## src/rtl/dac_fe_pkg.sv

```systemverilog
package dac_fe_pkg;

    localparam int unsigned ADDR_W = 4;

    localparam logic [ADDR_W-1:0] ADDR_SLEEP = 4'hE;
    localparam logic [ADDR_W-1:0] ADDR_BCAST = 4'hF;

    typedef enum logic [1:0] {
        CMD_NOP,
        CMD_ONE,
        CMD_ALL,
        CMD_SLEEP
    } cmd_e;

    // Map a command field onto its action for a bank of nch channels.
    function automatic cmd_e classify(input logic [ADDR_W-1:0] a, input int unsigned nch);
        if (a == ADDR_SLEEP) return CMD_SLEEP;
        if (a == ADDR_BCAST) return CMD_ALL;
        if (a != '0 && 32'(a) <= nch) return CMD_ONE;
        return CMD_NOP;
    endfunction

endpackage

```

## src/rtl/dac_fe_sync.sv

```systemverilog
module dac_fe_sync #(
    parameter int unsigned W      = 4,
    parameter int unsigned EDGE_W = 3,
    parameter logic [W-1:0] IDLE  = '0
) (
    input  logic              clk,
    input  logic              rst_n,
    input  logic [W-1:0]      raw_i,
    output logic [W-1:0]      lvl_o,
    output logic [EDGE_W-1:0] prv_o
);

    typedef struct packed {
        logic [W-1:0]      s1;
        logic [W-1:0]      s2;
        logic [EDGE_W-1:0] prv;
    } sync_t;

    sync_t st_d, st_q;

    always_comb begin
        st_d.s1  = raw_i;
        st_d.s2  = st_q.s1;
        st_d.prv = st_q.s2[EDGE_W-1:0];
    end

    always_ff @(posedge clk or negedge rst_n) begin
        if (!rst_n) begin
            st_q.s1  <= IDLE;
            st_q.s2  <= IDLE;
            st_q.prv <= IDLE[EDGE_W-1:0];
        end else begin
            st_q <= st_d;
        end
    end

    assign lvl_o = st_q.s2;
    assign prv_o = st_q.prv;

endmodule

```

## src/rtl/dac_fe_shift.sv

```systemverilog
module dac_fe_shift #(
    parameter int unsigned WORD_W = 16,
    parameter int unsigned HEAD_W = 14
) (
    input  logic              clk,
    input  logic              rst_n,
    input  logic              shift_i,
    input  logic              clr_i,
    input  logic              din_i,
    output logic [HEAD_W-1:0] head_o,
    output logic              dout_o
);

    typedef struct packed {
        logic [WORD_W-1:0] sr;
    } shreg_t;

    shreg_t st_d, st_q;

    always_comb begin
        st_d = st_q;
        if (clr_i) begin
            st_d.sr = '0;
        end else if (shift_i) begin
            st_d.sr = {st_q.sr[WORD_W-2:0], din_i};
        end
    end

    always_ff @(posedge clk or negedge rst_n) begin
        if (!rst_n) begin
            st_q <= '0;
        end else begin
            st_q <= st_d;
        end
    end

    assign head_o = st_q.sr[WORD_W-1 -: HEAD_W];
    assign dout_o = st_q.sr[WORD_W-1];


    hold_when_idle_chk: assert property (@(posedge clk) disable iff (!rst_n)
        (!shift_i && !clr_i) |=> ($stable(st_q.sr) && $stable(dout_o)));


    dout_advance_chk: assert property (@(posedge clk) disable iff (!rst_n)
        (shift_i && !clr_i) |=> (dout_o == $past(st_q.sr[WORD_W-2])));


    shift_clear_chk: assert property (@(posedge clk) disable iff (!rst_n)
        clr_i |=> (st_q.sr == '0));

endmodule

```

## src/rtl/dac_fe_regs.sv

```systemverilog
module dac_fe_regs
    import dac_fe_pkg::*;
#(
    parameter int unsigned NUM_CH = 8,
    parameter int unsigned CODE_W = 10,
    localparam int unsigned HEAD_W = ADDR_W + CODE_W
) (
    input  logic                     clk,
    input  logic                     rst_n,
    input  logic                     load_i,
    input  logic                     clr_i,
    input  logic [HEAD_W-1:0]        head_i,
    output logic [NUM_CH*CODE_W-1:0] codes_o,
    output logic                     sleep_o
);

    typedef struct packed {
        logic [NUM_CH-1:0][CODE_W-1:0] code;
        logic                          sleep;
    } bank_t;

    bank_t st_d, st_q;

    logic [ADDR_W-1:0] addr;
    logic [CODE_W-1:0] value;
    cmd_e              cmd;
    logic [NUM_CH-1:0] sel;

    assign addr  = head_i[HEAD_W-1 -: ADDR_W];
    assign value = head_i[CODE_W-1:0];
    assign cmd   = classify(addr, NUM_CH);

    for (genvar ch = 0; ch < NUM_CH; ch++) begin : g_chan
        assign sel[ch] = (cmd == CMD_ALL) ||
                         ((cmd == CMD_ONE) && (addr == ADDR_W'(ch + 1)));
        assign codes_o[ch*CODE_W +: CODE_W] = st_q.code[ch];
    end

    always_comb begin
        st_d = st_q;
        if (clr_i) begin
            st_d.code = '0;
        end else if (load_i) begin
            st_d.sleep = (cmd == CMD_SLEEP);
            for (int ch = 0; ch < NUM_CH; ch++) begin
                if (sel[ch]) st_d.code[ch] = value;
            end
        end
    end

    always_ff @(posedge clk or negedge rst_n) begin
        if (!rst_n) begin
            st_q <= '0;
        end else begin
            st_q <= st_d;
        end
    end

    assign sleep_o = st_q.sleep;


    sleep_freeze_chk: assert property (@(posedge clk) disable iff (!rst_n)
        (load_i && !clr_i && cmd == CMD_SLEEP) |=> (sleep_o && $stable(codes_o)));


    nop_wake_chk: assert property (@(posedge clk) disable iff (!rst_n)
        (load_i && !clr_i && cmd == CMD_NOP) |=> (!sleep_o && $stable(codes_o)));


    chan_wake_chk: assert property (@(posedge clk) disable iff (!rst_n)
        (load_i && !clr_i && cmd == CMD_ONE) |=> !sleep_o);


    bcast_equal_chk: assert property (@(posedge clk) disable iff (!rst_n)
        (load_i && !clr_i && cmd == CMD_ALL) |=>
        (!sleep_o && codes_o[CODE_W-1:0] == codes_o[NUM_CH*CODE_W-1 -: CODE_W]));


    bank_clear_chk: assert property (@(posedge clk) disable iff (!rst_n)
        clr_i |=> (codes_o == '0 && $stable(sleep_o)));

endmodule

```

## src/rtl/dac_serial_frontend.sv

```systemverilog
module dac_serial_frontend
    import dac_fe_pkg::*;
#(
    parameter int unsigned NUM_CH = 8,
    parameter int unsigned CODE_W = 10,
    parameter int unsigned WORD_W = 16
) (
    input  logic                     clk,
    input  logic                     rst_n,
    input  logic                     sck_i,
    input  logic                     din_i,
    input  logic                     csld_i,
    input  logic                     clr_n_i,
    output logic                     dout_o,
    output logic [NUM_CH*CODE_W-1:0] codes_o,
    output logic                     sleep_o
);

    localparam int unsigned HEAD_W = ADDR_W + CODE_W;
    localparam int unsigned IN_W   = 4;
    localparam int unsigned EDGE_W = 3;
    // Line order: {din, clr_n, strobe, sck}; idle levels 0,1,1,0.
    localparam logic [IN_W-1:0] IN_IDLE = 4'b0110;

    logic [IN_W-1:0]   lvl;
    logic [EDGE_W-1:0] prv;
    logic              sck_rise, cs_rise, clr_fall, shift_evt;
    logic [HEAD_W-1:0] head;

    dac_fe_sync #(
        .W      (IN_W),
        .EDGE_W (EDGE_W),
        .IDLE   (IN_IDLE)
    ) u_sync (
        .clk   (clk),
        .rst_n (rst_n),
        .raw_i ({din_i, clr_n_i, csld_i, sck_i}),
        .lvl_o (lvl),
        .prv_o (prv)
    );

    assign sck_rise  =  lvl[0] & ~prv[0];
    assign cs_rise   =  lvl[1] & ~prv[1];
    assign clr_fall  = ~lvl[2] &  prv[2];
    assign shift_evt =  sck_rise & ~lvl[1];

    dac_fe_shift #(
        .WORD_W (WORD_W),
        .HEAD_W (HEAD_W)
    ) u_shift (
        .clk     (clk),
        .rst_n   (rst_n),
        .shift_i (shift_evt),
        .clr_i   (clr_fall),
        .din_i   (lvl[3]),
        .head_o  (head),
        .dout_o  (dout_o)
    );

    dac_fe_regs #(
        .NUM_CH (NUM_CH),
        .CODE_W (CODE_W)
    ) u_regs (
        .clk     (clk),
        .rst_n   (rst_n),
        .load_i  (cs_rise),
        .clr_i   (clr_fall),
        .head_i  (head),
        .codes_o (codes_o),
        .sleep_o (sleep_o)
    );

endmodule

```

## config.mk

```make
export PLATFORM = sky130hd
export DESIGN_NAME = dac_serial_frontend
export DESIGN_NICKNAME = d
export VERILOG_FILES = /design/src/rtl/dac_fe_pkg.sv /design/src/rtl/dac_fe_sync.sv /design/src/rtl/dac_fe_shift.sv /design/src/rtl/dac_fe_regs.sv /design/src/rtl/dac_serial_frontend.sv
export SDC_FILE = /design/constraint.sdc
export NUM_CORES = 1
export LEC_CHECK = 0
export BUFFER_PORTS_ARGS = -buffer_cell sky130_fd_sc_hd__buf_2
export CAP_MARGIN = 20
export CORE_UTILIZATION = 55
export CTS_CLUSTER_SIZE = 40
export DETAILED_ROUTE_END_ITERATION = 7
export PLACE_DENSITY_LB_ADDON = 0.25
export SETUP_SLACK_MARGIN = 0.15
export SLEW_MARGIN = 10
export SYNTH_ARGS = -nofsm -noshare
export SYNTH_HDL_FRONTEND = slang
export SYNTH_SLANG_ARGS = --single-unit
export TNS_END_PERCENT = 5
```

## constraint.sdc

```tcl
create_clock -name clk -period 3.1 [get_ports clk]
set_input_delay 0.62 -clock clk [delete_from_list [all_inputs] [get_ports clk]]
set_output_delay 0.62 -clock clk [all_outputs]
set_load 0.03 [all_outputs]
```

==> flow_summary.yaml, run 1 <==
cts:
  cts_tree: "yes"
  root_buffer: "clkbuf_8"
  clock_sinks: 108
  post_cts_buffers: 0
  insertion_delay_ps: 360
  clk_pin_slew_ps: 90
  post_cts_resized: 0
  clk_path_buf_depth: 2
  numCtsBuffers: 9
  cts_hold_buf: 0
  htree_num_levels: 3
sta:
  slew_headroom_pct: 31.7
  slew_viol_final: 0
  setup_viol: 0
  setup_tns_ps: 0
  rsz0062_at_grt: "no"
  final-hold-violation-count: 0
  max_freq_mhz: 527
  post-route-period-util_pct: 61.2
  worst_slew_pin_slew_ps: 1020
  period_minus_slack_ps: 1900
  setup_slack_ps: 1200
  fin_skew_ps: 9.17
placed_design:
  dp.cells: 564
  dpl_cell_area_mm2: 0.00491
  dp_hpwl_um: 6300
  pre_cts_ws_ps: 1320
  gp_congestion: 0.804
  io_buffer_count: 87
logic_synthesis:
  yosysTopAreaCellShare_pct: 57.8
  synth_most_common_cell: "nand2_1"
  syn_avg_cell_area_um2: 11.1
  syn_area_mm2: 0.00442
  ys_warn_count: 0
  synth_top_area_cell: "dfrtp_1"
  synth_flop_cell: "dfrtp_1"
  synthTopCellsByCount: "nand2_1 (113), dfrtp_1 (102), mux2i_1 (70), a21oi_1 (26)"
  synth_cell_types: 30
  ys_async_sr_fraction_pct: 100
  yosysSeqAreaShare_pct: 61.4
  synthCells: 397
  ys_ff_latch: 108
  synth_edf_count: 0
  synth_area_leaders: "dfrtp_1 (58%), mux2i_1 (16%), nand2_1 (9.6%), dfstp_2 (3.6%), a21oi_1 (2.9%)"
  postSynthNetCount: 403
die:
  dieArea_mm2: 0.00839
  die_h_um: 91.6
  start_util_pct: 57.1
  rows: 32
  fp.dieW_um: 91.6
  ios: 88
  core_area_mm2: 0.00773
route:
  vias_per_cell: 5.45
  routed_wl_um: 9640
  drc: 0
  wl_per_cell_um: 16.6
  drt_pre_antenna_iters: 4
  drtIter0Drc: 190
  vias: 3161
  drtAntennaViolNets: 0
layout:
  fin_area_mm2: 0.00508
  area_delta_synth_final_pct: 15.1
  layout-drive-gt1-share_pct: 24.5
  fin_cells: 580
  final_nets: 479
  n_antenna_cell: 0
power:
  p_sw_uw: 516
  fin_total_pwr_mw: 2.26
  power_density_mw_per_mm2: 445
  seq_power_share_pct: 63.1
  combPwrFrac_pct: 2.9
  p_leak_nw: 2.86
  clkPwrFrac_pct: 34.0
  vdd_drop_max_v: 0.000370
  p_int_mw: 1.74
  swShare_pct: 22.8
critical_path:
  startpoint_type: "flop"
  critical_path_buf_inv_count: 1
  crit_arrival_ps: 1280
  critPathTopFamily: "flip-flops"
  cp_slowest_stage_delay_ps: 630
  required_ps: 2480
  path_max_fanout: 13
  crit_chain: "buf_2"
  cp_slowest_cell: "dfrtp_1"
  cp-end-kind: "output pin"
  path_class: "reg -> out"
global_route:
  gr-total-overflow: 0
  grt_max_degree: 71
  grt_first_pass_wirelength_um: 15500
  antenna_found_initial: 0
  grt_pass1_vias: 3014
  track_usage_pct: 24.5
run:
  drv_cap: 0
outcome:
  status: "complete, no violations"
hold_path:
  min-delay-path-class: "in -> async"
==> final timing paths <==
| path | depth (start not counted) | slack [ps] | endpoint | startpoint |
|---|---|---|---|---|
| min | 1 | 220 | u_regs.codes_o[4] | rst_n |
| max in group asynchronous | 2 | 2160 | u_regs.codes_o[68] | rst_n |
| max | 1 | 1200 | dout_o | u_shift.st_q[15] |
| max reg2reg | 4 | 1290 | u_regs.codes_o[24] | u_sync.lvl_o[2] |
| min in group clk | 1 | 350 | u_sync.st_d[4] | csld_i |
| min reg2reg | 0 | 360 | u_sync.lvl_o[1] | u_sync.st_d[4] |
==> placed cells by master, fill, tap and decap left out <==
master / count
o21ai_0: 11
nand2b_1: 1
nor2b_1: 1
o31ai_1: 1
clkbuf_1: 2
inv_1: 1
a211o_1: 1
o21ai_1: 2
a21oi_1: 26
nor3b_2: 1
and3b_1: 2
and2_1: 1
nand3_1: 15
nand3b_1: 1
and3_2: 1
and3_1: 1
a21boi_1: 1
dfstp_2: 6
clkinvlp_4: 2
or3b_1: 1
buf_4: 6
mux2i_1: 70
and3b_2: 1
buf_2: 86
xnor2_1: 3
nand2b_2: 1
nor3_1: 2
nand4b_1: 1
dfrtp_1: 102
nand2_1: 113
clkinv_2: 2
buf_12: 1
or3_1: 2
clkbuf_8: 10
==> layer usage <==
| layer | global-route usage (%) | vias up | routed length, um |
|---|---|---|---|
| met2 | 37.9 | 80 | 4540 |
| met3 | 3.77 | 18 | 356 |
| li1 | - | 1477 | - |
| met5 | 0 | - | 0 |
| met4 | 10.2 | 0 | 255 |
| met1 | 34.7 | 1586 | 4490 |
==> power groups by stage <==
stage / registers (mW) / clock network, mW / logic, mW
2_1_floorplan: 1.45 / 0 / 0.0273
3_3_place_gp: 1.45 / 0 / 0.0663
3_5_place_dp: 1.45 / 0 / 0.0674
4_1_cts: 1.43 / 0.782 / 0.0673
5_1_grt: 1.43 / 0.844 / 0.0750
6_report: 1.43 / 0.768 / 0.0652
==> cells by family after synthesis <==
family | share of synthesized area, %
simple gates | 14.2
flops | 61.4
mux | 15.9
compound gates | 4.96
buf+inv | 3.03
xor+xnor | 0.595
==> state kept, by name, indices dropped and copies added (netlist names) <==
register,cells
u_sync.lvl_o,4
u_sync.st_d,4
u_regs.sleep_o,1
u_shift.st_q,16
u_sync.prv_o,3
u_regs.codes_o,80
==> stage by stage <==
step,utilization [%],hold WS (ps)
final,65.8,216
after floorplan,-,324
after CTS,65.8,231
after global routing,65.8,252
after detailed placement,63.6,343
after global placement,63.6,333
==> final cells by class <==
cell class | count | area, um2
Sequential cell | 108 | 2710
Clock inverter | 4 | 25.0
Tap cell | 102 | 128
Inverter | 1 | 3.75
Multi-Input combinational cell | 260 | 1570
Fill cell | 627 | 2650
Clock buffer | 12 | 145
Timing Repair Buffer | 93 | 495
(Power assumes the default switching activity.)
==> run 2, diff against run 1 <==
--- a/config.mk
+++ b/config.mk
@@ -7,7 +7,7 @@
 export LEC_CHECK = 0
 export BUFFER_PORTS_ARGS = -buffer_cell sky130_fd_sc_hd__buf_2
 export CAP_MARGIN = 20
-export CORE_UTILIZATION = 55
+export CORE_UTILIZATION = 49
 export CTS_CLUSTER_SIZE = 40
 export DETAILED_ROUTE_END_ITERATION = 7
 export PLACE_DENSITY_LB_ADDON = 0.25
==> constraint.sdc (replaced) <==
create_clock -name clk -period 1.6 [get_ports clk]
set_input_delay 0.32 -clock clk [delete_from_list [all_inputs] [get_ports clk]]
set_output_delay 0.32 -clock clk [all_outputs]
set_load 0.03 [all_outputs]
==> flow_summary.yaml, run 2 (synthesis results as in run 1) <==
outcome:
  status: "complete, no violations"
cts:
  clk_pin_slew_ps: 90
  root_buffer: "clkbuf_8"
  numCtsBuffers: 9
  insertion_delay_ps: 370
  cts_tree: "yes"
  htree_num_levels: 3
  clock_sinks: 108
  clk_path_buf_depth: 2
global_route:
  track_usage_pct: 22.6
  grt_pass1_vias: 3153
  grt_first_pass_wirelength_um: 16600
  grt_max_degree: 54
  antenna_found_initial: 0
  gr-total-overflow: 0
power:
  seq_power_share_pct: 62.6
  vdd_drop_max_v: 0.000553
  swShare_pct: 22.8
  clkPwrFrac_pct: 33.5
  p_int_mw: 3.40
  p_leak_nw: 3.06
  p_sw_mw: 1.01
  power_density_mw_per_mm2: 800
  combPwrFrac_pct: 3.9
  fin_total_pwr_mw: 4.41
sta:
  setup_viol: 0
  setup_tns_ps: 0
  slew_viol_final: 0
  post-route-period-util_pct: 93.7
  fin_skew_ps: 14.6
  hold_slack_ps: 43.5
  max_freq_mhz: 667
  period_minus_slack_ps: 1500
  rsz0062_at_grt: "yes"
  slew_headroom_pct: 77.2
  worst_slew_pin_slew_ps: 343
  final-hold-violation-count: 0
layout:
  fin_cells: 619
  final_cell_mix: "nand2_1 (109), dfrtp_1 (101), buf_2 (86)"
  area_delta_synth_final_pct: 24.9
  layout-drive-gt1-share_pct: 31.9
  layout_commonest_cell: "nand2_1"
  largest_reg_flops: 80
  final_nets: 513
  n_antenna_cell: 0
  fin_util_pct: 63.2
route:
  routed_wl_um: 10500
  drtAntennaViolNets: 0
  wl_per_cell_um: 16.9
  drt_pre_antenna_iters: 5
  drc: 0
  vias: 3333
  drtIter0Drc: 167
  vias_per_cell: 5.38
critical_path:
  startpoint_type: "flop"
  crit_path_start: "u_shift.st_q[15]"
  crit_arrival_ps: 1780
  path_class: "reg -> reg"
  reg2reg_from: "u_shift.st_q[15]"
  cp-end-kind: "flop"
  path_max_fanout: 5
  required_ps: 1880
die:
  rows: 34
  core_area_mm2: 0.00872
  ios: 88
  fp.dieW_um: 96.9
  start_util_pct: 50.6
  die_h_um: 96.9
  dieArea_mm2: 0.00939
hold_path:
  hold_path.startpoint: "clr_n_i"
  min-delay-path-class: "in -> reg"
placed_design:
  io_buffer_count: 87
  gp_congestion: 0.848
  dp.cells: 594
  dp_hpwl_um: 6880
run:
  drv_cap: 0
[run 2: cell types whose count changed in the layout (fill, tap and decap cells not counted), moves of 3 or more]
cell / delta
buf_4: +21
buf_6: +6
nand2_1: -4
nand2_2: +4
buf_12: +3
[run 2: final timing paths]
kind	cells after the start	slack, ps	to
worst max-delay path	4	100	u_regs.codes_o[10]
max in group asynchronous	3	790	u_sync.lvl_o[1]
worst min register to register	0	360	u_sync.lvl_o[0]
worst min-delay path	1	40	u_sync.st_d[5]
min in group asynchronous	2	290	u_regs.codes_o[44]
worst max register to register	4	100	u_regs.codes_o[10]
[run 2: routing by layer]
metal	vias up	wire length [um]	track usage (%)	part of all wire (%)
li1	1552	-	-	-
met2	113	5050	34.5	48
met4	0	101	5.86	0.97
met3	9	476	4.55	4.6
met5	-	0	0	0
met1	1659	4820	33.3	46
[run 2: area by class of cell]
| class | count | area, um2 |
|---|---|---|
| fillers | 715 | 3210 |
| flip-flops and latches | 108 | 2710 |
| multi-input cells | 261 | 1650 |
| repair buffers | 126 | 843 |
| clock buffers | 11 | 141 |
| well taps | 108 | 135 |
| clock inverters | 4 | 26.3 |
| inverters | 1 | 3.75 |
[run 2: worst max-delay path, stage by stage (launching register included)]
cell and delay (ps):
dfrtp_1 450, or3_4 410, a21boi_4 200, buf_6 150, mux2i_1 210
[run 2: metrics by stage]
stage / worst slack, ps / cell area, um2
2_1_floorplan: 125 / 4420
3_3_place_gp: 41.7 / 5150
3_5_place_dp: 10.2 / 5150
4_1_cts: 117 / 5390
5_1_grt: 52.7 / 5510
6_report: 100 / 5510
[run 2: power by group through the flow]
stage	sequential, mW	combinational [mW]	clock, mW
5_1_grt	2.76	0.194	1.61
4_1_cts	2.76	0.164	1.51
6_report	2.76	0.173	1.48
3_5_place_dp	2.82	0.154	0
2_1_floorplan	2.81	0.0530	0
3_3_place_gp	2.81	0.153	0
[run 2: what timing repair did]
action / CTS / global route
pin swaps: 2 / 1
hold endpoints to repair: 68 / 0
cloned: 2 / 3
hold buffers: 1 / 0
setup buffers: 2 / 2
endpoints found under the setup margin: 37 / 81
resized for setup: 9 / 20
